`config.mk`:
```
export PLATFORM = sky130hd
export DESIGN_NAME = ir_pulse_shaper
export DESIGN_NICKNAME = d
export VERILOG_FILES = /design/src/rtl/ir_shaper_pkg.sv /design/src/rtl/ir_ctl_reg.sv /design/src/rtl/ir_tx_shaper.sv /design/src/rtl/ir_rx_stretch.sv /design/src/rtl/ir_pulse_shaper.sv
export SDC_FILE = /design/constraint.sdc
export NUM_CORES = 1
export LEC_CHECK = 0
export BUFFER_PORTS_ARGS = -buffer_cell sky130_fd_sc_hd__buf_2
export CAP_MARGIN = 25
export CORE_MARGIN = 2
export CORE_UTILIZATION = 59
export DETAILED_ROUTE_END_ITERATION = 16
export HOLD_SLACK_MARGIN = 0.15
export PLACE_DENSITY = 0.86
export SLEW_MARGIN = 20
export SYNTH_ARGS = -nofsm -noshare
export SYNTH_HDL_FRONTEND = slang
export SYNTH_SLANG_ARGS = --single-unit
```
`constraint.sdc`:
```
create_clock -name clk -period 3.2 [get_ports clk]
set_clock_uncertainty 0.15 [all_clocks]
set_input_delay 0.32 -clock clk [delete_from_list [all_inputs] [get_ports clk]]
set_output_delay 0.32 -clock clk [all_outputs]
set_load 0.02 [all_outputs]
```
`src/rtl/ir_shaper_pkg.sv`:
```
package ir_shaper_pkg;

  localparam int DIV_W    = 5;
  localparam int REG_W    = 8;
  localparam int EN_BIT   = 6;
  localparam logic [REG_W-1:0] CTL_RESET = 8'h0F;

  typedef struct packed {
    logic             en;     // shaper in the path
    logic             frac;   // 1: 3/16 bit pulse, 0: fixed width pulse
    logic [DIV_W-1:0] div;    // reference prescaler reload
  } ir_ctl_t;

endpackage

```
`src/rtl/ir_ctl_reg.sv`:
```
module ir_ctl_reg
  import ir_shaper_pkg::*;
(
  input  logic             clk,
  input  logic             rst,
  input  logic             wr,
  input  logic [REG_W-1:0] wdata,
  output logic [REG_W-1:0] rdata,
  output ir_ctl_t          ctl,
  output logic             clr
);

  ir_ctl_t ctl_q;
  logic    unused_top_bit;

  assign unused_top_bit = wdata[REG_W-1];

  always_ff @(posedge clk) begin
    if (rst)     ctl_q <= ir_ctl_t'(CTL_RESET[REG_W-2:0]);
    else if (wr) ctl_q <= ir_ctl_t'(wdata[REG_W-2:0]);
  end

  assign ctl   = ctl_q;
  assign rdata = {1'b0, ctl_q};
  // shaping state is held clear while disabled and on any enable change
  assign clr   = ~ctl_q.en | (wr & (wdata[EN_BIT] != ctl_q.en));


  rd_top_zero_chk: assert property (@(posedge clk) disable iff (rst)
    wr |=> (rdata[REG_W-1] == 1'b0) && (rdata[REG_W-2:0] == $past(wdata[REG_W-2:0])));

endmodule

```
`src/rtl/ir_tx_shaper.sv`:
```
module ir_tx_shaper
  import ir_shaper_pkg::*;
#(
  parameter int BIT_TICKS   = 16,
  parameter int SHORT_TICKS = 3,
  parameter int FIX_TICKS   = 10
) (
  input  logic             clk,
  input  logic             rst,
  input  logic             clr,
  input  logic             tick,
  input  logic             txd,
  input  logic             frac,
  input  logic [DIV_W-1:0] div,
  output logic             pulse
);

  localparam int PH_W  = $clog2(BIT_TICKS);
  localparam int MAXT  = (FIX_TICKS > SHORT_TICKS) ? FIX_TICKS : SHORT_TICKS;
  localparam int CNT_W = $clog2(MAXT + 1);
  localparam logic [PH_W-1:0]  PH_LAST    = PH_W'(BIT_TICKS - 1);
  localparam logic [CNT_W-1:0] SHORT_LAST = CNT_W'(SHORT_TICKS - 1);
  localparam logic [CNT_W-1:0] FIX_LAST   = CNT_W'(FIX_TICKS - 1);

  logic             txd_d;
  logic [PH_W-1:0]  ph;
  logic [CNT_W-1:0] cnt;
  logic [DIV_W-1:0] pre;
  logic             fall, wrap, start;

  assign fall  = txd_d & ~txd;
  assign wrap  = tick & (ph == PH_LAST);
  assign start = fall | (wrap & ~txd);

  // bit phase: restarted by every falling edge, advanced by strobes
  always_ff @(posedge clk) begin
    if (rst) begin
      txd_d <= 1'b1;
      ph    <= '0;
    end else if (clr) begin
      txd_d <= txd;
      ph    <= '0;
    end else begin
      txd_d <= txd;
      if (fall)      ph <= '0;
      else if (tick) ph <= ph + 1'b1;
    end
  end

  // pulse timer: strobe counted in 3/16 mode, prescaled clock in fixed mode
  always_ff @(posedge clk) begin
    if (rst || clr) begin
      pulse <= 1'b0;
      cnt   <= '0;
      pre   <= '0;
    end else if (start) begin
      pulse <= 1'b1;
      cnt   <= '0;
      pre   <= div;
    end else if (pulse) begin
      if (!frac) begin
        if (pre == '0) begin
          pre <= div;
          cnt <= cnt + 1'b1;
          if (cnt == FIX_LAST) pulse <= 1'b0;
        end else begin
          pre <= pre - 1'b1;
        end
      end else if (tick) begin
        cnt <= cnt + 1'b1;
        if (cnt == SHORT_LAST) pulse <= 1'b0;
      end
    end
  end


  tx_clr_chk: assert property (@(posedge clk) disable iff (rst)
    clr |=> !pulse);


  tx_zero_only_chk: assert property (@(posedge clk) disable iff (rst)
    $rose(pulse) |-> !$past(txd));

endmodule

```
`src/rtl/ir_rx_stretch.sv`:
```
module ir_rx_stretch #(
  parameter int BIT_TICKS = 16,
  parameter int SYNC      = 2
) (
  input  logic clk,
  input  logic rst,
  input  logic clr,
  input  logic tick,
  input  logic pin,
  output logic stretch
);

  localparam int SC_W = $clog2(BIT_TICKS);
  localparam logic [SC_W-1:0] SC_LAST = SC_W'(BIT_TICKS - 1);

  logic [SYNC:0]   sh;
  logic [SC_W-1:0] scnt;
  logic            rise;

  // synchroniser plus one edge-detect stage
  always_ff @(posedge clk) begin
    if (rst) sh <= '0;
    else     sh <= {sh[SYNC-1:0], pin};
  end

  assign rise = sh[SYNC-1] & ~sh[SYNC];

  always_ff @(posedge clk) begin
    if (rst || clr) begin
      stretch <= 1'b0;
      scnt    <= '0;
    end else if (rise) begin
      stretch <= 1'b1;
      scnt    <= '0;
    end else if (stretch && tick) begin
      scnt <= scnt + 1'b1;
      if (scnt == SC_LAST) stretch <= 1'b0;
    end
  end


  rx_clr_chk: assert property (@(posedge clk) disable iff (rst)
    clr |=> !stretch);


  rx_restart_chk: assert property (@(posedge clk) disable iff (rst)
    (rise && !clr) |=> (stretch && scnt == '0));

endmodule

```
`src/rtl/ir_pulse_shaper.sv`:
```
module ir_pulse_shaper
  import ir_shaper_pkg::*;
#(
  parameter int BIT_TICKS   = 16,
  parameter int SHORT_TICKS = 3,
  parameter int FIX_TICKS   = 10,
  parameter int SYNC        = 2
) (
  input  logic       clk,
  input  logic       rst,
  input  logic       reg_wr,
  input  logic [7:0] reg_wdata,
  output logic [7:0] reg_rdata,
  input  logic       baud_tick16,
  input  logic       uart_txd,
  output logic       uart_rxd,
  output logic       pin_tx,
  input  logic       pin_rx
);

  ir_ctl_t ctl;
  logic    clr, pulse, stretch;

  ir_ctl_reg u_ctl (
    .clk   (clk),
    .rst   (rst),
    .wr    (reg_wr),
    .wdata (reg_wdata),
    .rdata (reg_rdata),
    .ctl   (ctl),
    .clr   (clr)
  );

  ir_tx_shaper #(
    .BIT_TICKS   (BIT_TICKS),
    .SHORT_TICKS (SHORT_TICKS),
    .FIX_TICKS   (FIX_TICKS)
  ) u_tx (
    .clk   (clk),
    .rst   (rst),
    .clr   (clr),
    .tick  (baud_tick16),
    .txd   (uart_txd),
    .frac  (ctl.frac),
    .div   (ctl.div),
    .pulse (pulse)
  );

  ir_rx_stretch #(
    .BIT_TICKS (BIT_TICKS),
    .SYNC      (SYNC)
  ) u_rx (
    .clk     (clk),
    .rst     (rst),
    .clr     (clr),
    .tick    (baud_tick16),
    .pin     (pin_rx),
    .stretch (stretch)
  );

  // registered pin-side and UART-side outputs, shaper or bypass
  always_ff @(posedge clk) begin
    if (rst) begin
      pin_tx   <= 1'b1;
      uart_rxd <= 1'b1;
    end else begin
      pin_tx   <= ctl.en ? pulse    : uart_txd;
      uart_rxd <= ctl.en ? ~stretch : pin_rx;
    end
  end


  byp_tx_chk: assert property (@(posedge clk) disable iff (rst)
    !ctl.en |=> (pin_tx == $past(uart_txd)));


  byp_rx_chk: assert property (@(posedge clk) disable iff (rst)
    !ctl.en |=> (uart_rxd == $past(pin_rx)));

endmodule

```
# Word-level counts from Yosys, hierarchy flattened
# Cells that the tools add are included.
# Widths: inputs -> output; s select.
word_totals:
  reg_bits: 32
  in_bits: 14
  word_cells: 67
op_classes:
  add_sub_neg: 4
  n_eq_ne: 7
  muxes: 19
  bitwise: 11
  n_reduce_logical: 13
op_table:
  columns: ["cell", "n"]
  rows:
  - ["$mux 5", 4]
  - ["$add 4x1->4 const B", 3]
  - ["$eq 4x4->1 const B", 3]
  - ["$mux 1", 12]
  - ["$mux 4", 3]
  - ["$reduce_bool 2->1", 4]
  - ["$and 1x1->1", 5]
  - ["$logic_not 5->1", 1]
  - ["$sub 5x1->5 const B", 1]
  - ["$eq 4x2->1 const B", 1]
  - ["$not 1->1", 4]
  - ["$reduce_and 2->1", 2]
  - ["$reduce_or 2->1", 2]
  - ["$reduce_and 3->1", 1]
  - ["$reduce_or 3->1", 1]
  - ["$ne 2x1->1 const B", 1]
  - ["$ne 2x2->1 const B", 1]
  - ["$or 1x1->1", 2]
  - ["$logic_and 1x1->1", 1]
  - ["$logic_or 1x1->1", 1]
  - ["$ne 1x1->1", 1]

# Depth between registers and ports, before layout
logic_depth:
  depth_word: 6
  mapped_depth: 6
  mapped_depth_nobuf: 6

# Modules after synthesis
# A second synthesis with hierarchy kept.
hier_totals:
  cells_unflattened: 171
  hier_area_um2: 1551.5
by_module_without_submodules:
  columns: ["mod", "instances", "cells_each", "area_per_inst_um2", "seq_area_each_um2"]
  rows:
  - ["ir_tx_shaper", 1, 100, 847.1, 300.3]
  - ["ir_ctl_reg", 1, 33, 332.8, 140.1]
  - ["ir_rx_stretch", 1, 31, 297.8, 160.2]
  - ["ir_pulse_shaper", 1, 7, 73.8, 40.0]

# Least setup slack after synthesis
# Ideal clock, no wire load.
synth_timing:
  path_type: "register to register"
  startpoint: "register u_tx.pre[0]"
  endpoint: "register u_tx.pulse"
  t_arrival_ns: 1.552
  slack_ns: 1.379
  stages_incl_launch_ff: 7
  n_path_buf: 0
  period_less_slack_ns: 1.821
  path_cell_list: "dfxtp_1 > inv_1 > ha_1 > or4b_4 > o31a_2 > o21ai_0 > a21oi_1"
synth_between:
  elab_chain_cells: 5
synth_rtl:
  columns: ["element", "line", "text"]
  rows:
  - ["from (decl)", "ir_tx_shaper.sv:28", "logic [DIV_W-1:0] pre;"]
  - ["from (signal assigned)", "ir_tx_shaper.sv:59", "pre <= div;"]
  - ["from (signal assigned)", "ir_tx_shaper.sv:63", "pre <= div;"]
  - ["from (signal assigned)", "ir_tx_shaper.sv:67", "pre <= pre - 1'b1;"]
  - ["$logic_not 5->1", "ir_tx_shaper.sv:62", "if (pre == '0) begin"]
  - ["$mux 1", "ir_tx_shaper.sv:62", null]
  - ["$mux 1", "ir_tx_shaper.sv:61", "if (!frac) begin"]
  - ["$mux 1", "ir_tx_shaper.sv:60", "end else if (pulse) begin"]
  - ["$mux 1", "ir_tx_shaper.sv:56", "end else if (start) begin"]
  - ["to (signal assigned)", "ir_tx_shaper.sv:53", "pulse <= 1'b0;"]
  - ["to (signal assigned)", "ir_tx_shaper.sv:57", "pulse <= 1'b1;"]
  - ["to (signal assigned)", "ir_tx_shaper.sv:65", "if (cnt == FIX_LAST) pulse <= 1'b0;"]
  - ["to (decl)", "ir_tx_shaper.sv:15", "output logic pulse"]
# Every way passes these cells.
# A chain may end at the register's enable or synchronous reset.

# Final worst setup path
layout_timing:
  startpoint: "register u_tx.pre[0]"
  endpoint: "register u_tx.pre[4]"
layout_between:
  elab_chain_cells: 5
  word_cells_on_any_way: 6
  classes_between: "add/sub: 1; mux: 4; reduce/logical: 1"
layout_rtl:
  columns: ["element", "line"]
  rows:
  - ["$sub 5x1->5 or $logic_not 5->1 (tied branches)", "ir_tx_shaper.sv:67, ir_tx_shaper.sv:62"]
  - ["$mux 5 (*)", "ir_tx_shaper.sv:62"]
  - ["$mux 5 (*)", "ir_tx_shaper.sv:61"]
  - ["$mux 5 (*)", "ir_tx_shaper.sv:60"]
  - ["$mux 5 (*)", "ir_tx_shaper.sv:56"]
# Mark *: on every way between the ends. The rest lies on a longest branch, timed or not. The select of a mux whose other input is x is not followed.

==> flow_summary.json <==
{
  "outcome": "finished clean",
  "synth_compound_area_frac": 0.132,
  "synthCells": 158,
  "ir_worst_vdd_v": 0.000473,
  "drv_slew": 0,
  "path_buf_inv": 1,
  "path_delay_family": "simple AND/OR/NAND/NOR gates",
  "antenna_left": 0,
  "cts_resized": 0,
  "rrSetupSlack_ns": 1.18,
  "fmax_ghz": 0.496,
  "hold_viol_final": 0,
  "ys_ff_latch": 32,
  "netlist_area_sq_um": 1460,
  "crit_chain": "inv_1 > ha_1 > nor4b_1 > a22oi_1 > nor2_1 > o2bb2ai_1",
  "cts_max_path_buffers": 2,
  "routed_via_density": 5.65,
  "nNetsFinal": 211,
  "avgSynthCellArea_sq_um": 9.23,
  "reg2reg_depth": 6,
  "die_x_microns": 53.7,
  "synth-adder-area-share": 0.0515,
  "drtIter0Drc": 13,
  "hold_path_end": "u_ctl.ctl[1]",
  "critical_path.max_stage_delay_ns": 0.63,
  "power.total_uw": 746,
  "die_h_microns": 53.7,
  "worst_pin_slew_ns": 0.757,
  "io_buffers": 21,
  "critPathCaptureType": "register",
  "core_sq_um": 2410,
  "instances_no_fill": 222,
  "post_drt_wl_per_cell_microns": 14.9,
  "async_flop_share": 0,
  "worst_slack_ns": 1.18,
  "synth_most_common_cell": "dfxtp_1",
  "cts_tree": "yes",
  "yosys-top-cells-count": "32 x dfxtp_1, 18 x nor2_1, 14 x nand2_1",
  "htree_levels": 2,
  "p_per_area_nw_per_um2": 430,
  "firstDrtPassIters": 4,
  "dp_cells": 204,
  "worstSetupPathType": "register to register",
  "grt_max_degree": 13,
  "ios": 24,
  "whs_path_depth": 3,
  "clock_sinks": 32,
  "synthSimpleGateAreaFrac": 0.214,
  "timing.final.crit_period_ns": 2.02,
  "insertedDiodeCount": 0,
  "syn-num-nets": 178,
  "dpl_cell_area_sq_um": 1570,
  "start_util": 0.605,
  "synth_top_area_frac": 0.439,
  "yosysUniqueCellTypes": 37,
  "grt_pass1_vias": 1242,
  "overflow": 0,
  "period_share": 0.630,
  "synthTopCellsByArea": "dfxtp_1 44%, mux2i_1 7.5%, ha_1 5.1%, nor2_1 4.6%, nand2_1 3.6%",
  "synth_top_family_by_area": "simple AND/OR/NAND/NOR gates",
  "r2r-start": "u_tx.pre[0]",
  "synthMuxAreaShare": 0.0755,
  "hold_start": "reg_wr",
  "cts-buffers-inserted": 5,
  "worstPathArrival_ns": 2.13,
  "cpMaxStageDelayCell": "nor4b_1",
  "rsz0062_at_grt": "no",
  "finalInstanceArea_sq_um": 1730,
  "drc": 0,
  "place_worst_setup_slack_ns": 1.23,
  "r2r_end": "u_tx.pre[4]",
  "die-area_sq_um": 2890,
  "ys.flop_type": "dfxtp_1",
  "path_clk_slew_ns": 0.11,
  "synthToLayoutAreaGrowth_pct": 18.9,
  "drt_wl_total_microns": 3320,
  "yosys_warnings": 0,
  "crit_path_start_kind": "register",
  "maxSlewHeadroom": 0.488,
  "yosysSeqAreaShare": 0.439,
  "hp-class": "input pin to register",
  "dr_total_vias": 1254,
  "dp_hpwl_microns": 2160,
  "finalSetupTns_ns": 0,
  "drive_gt1_frac": 0.177,
  "setup-violations-final": 0,
  "p_leak_nw": 0.683,
  "antenna_found_initial": 0,
  "gp_congestion": 0.770,
  "synth_xor_xnor_area_share": 0.0420,
  "critPathLaunch": "u_tx.pre[0]",
  "drv_cap": 0,
  "grt_usage": 0.264,
  "crit_fanout": 4,
  "synth_top_area_cell": "dfxtp_1",
  "grt_pass1_wl_microns": 5310,
  "synth_edf_count": 0,
  "rows": 18,
  "worstPathRequired_ns": 3.31,
  "insertion_delay_ns": 0.34,
  "root_buffer": "clkbuf_4"
}
==> layout make-up <==
class	count	area (sq um)
repair buffers	31	205
clock buffers	7	55.1
flip-flops and latches	32	641
well taps	30	37.5
inverters	9	33.8
clock inverters	1	7.51
fillers	161	676
multi-input cells	112	754
==> per-stage QoR <==
stage | hold slack, ns | util
after global routing | 0.247 | 0.720
after detailed placement | 0.285 | 0.652
after CTS | 0.209 | 0.720
after floorplan | 0.264 | -
final | 0.240 | 0.720
after global placement | 0.271 | 0.652
==> routing by layer <==
metal	wire (microns)	GRT usage	vias up
li1	-	-	619
met1	1350	0.279	595
met2	1800	0.476	33
met3	109	0.0861	7
met4	53	0.107	0
met5	0	0	-
==> state kept, by name, summed over array words and instances, names as in the netlist <==
name,count
pin_tx,1
u_ctl.ctl,7
u_rx.scnt,4
u_rx.sh,3
u_rx.stretch,1
u_tx.cnt,4
u_tx.ph,4
u_tx.pre,5
u_tx.pulse,1
u_tx.txd_d,1
uart_rxd,1
==> worst reg2reg max path, stage by stage, from the launching register on <==
cell	delay [ns]
dfxtp_1	0.32
inv_1	0.10
ha_1	0.19
nor4b_1	0.63
a22oi_1	0.21
nor2_1	0.22
o2bb2ai_1	0.13
==> how the worst max path moves through the flow <==
stage	to	cells after the start
3_3_place_gp	u_tx.pulse	6
6_report	u_tx.pre[4]	6
3_5_place_dp	u_tx.pre[3]	6
5_1_grt	u_tx.pre[4]	6
4_1_cts	u_tx.pre[4]	6
2_1_floorplan	u_tx.pulse	6
==> kinds of logic (layout without fill, tap and decap cells) <==
logic type / count (synthesis) / count (layout)
other cells: 1 / 1
simple gates: 62 / 62
buf+inv: 14 / 48
flops: 32 / 32
mux: 11 / 11
compound gates: 25 / 25
xor+xnor: 7 / 7
fa+ha+maj: 6 / 6
==> report_power, final <==
group / internal, mW / switching, mW / total, mW
clock network: 0.108 / 0.141 / 0.249
registers: 0.409 / 0.00975 / 0.418
logic: 0.0339 / 0.0446 / 0.0785
total: 0.550 / 0.196 / 0.746
==> timing repair <==
item	in CTS	in global routing
hold buffers	10	0
hold endpoints to repair	12	0
setup buffers	0	0
==> placed cells by master (no fill, tap or decap), types with 2 or more instances in the layout <==
master and instances:
xnor2_1 3, buf_2 21, a211oi_1 2, a21oi_1 5, nand2_1 14, nor2b_1 4
o2bb2ai_1 3, nor3_1 2, nand4_1 5, dfxtp_1 32, dlygate4sd3_1 10, clkbuf_4 5
mux2i_1 11, inv_1 9, o21ai_0 5, xor2_1 4, nand2b_1 2, nor2_1 18
nand3_1 8, nand3b_1 3, ha_1 6
No activity file was read; power rests on OpenSTA's default activity.
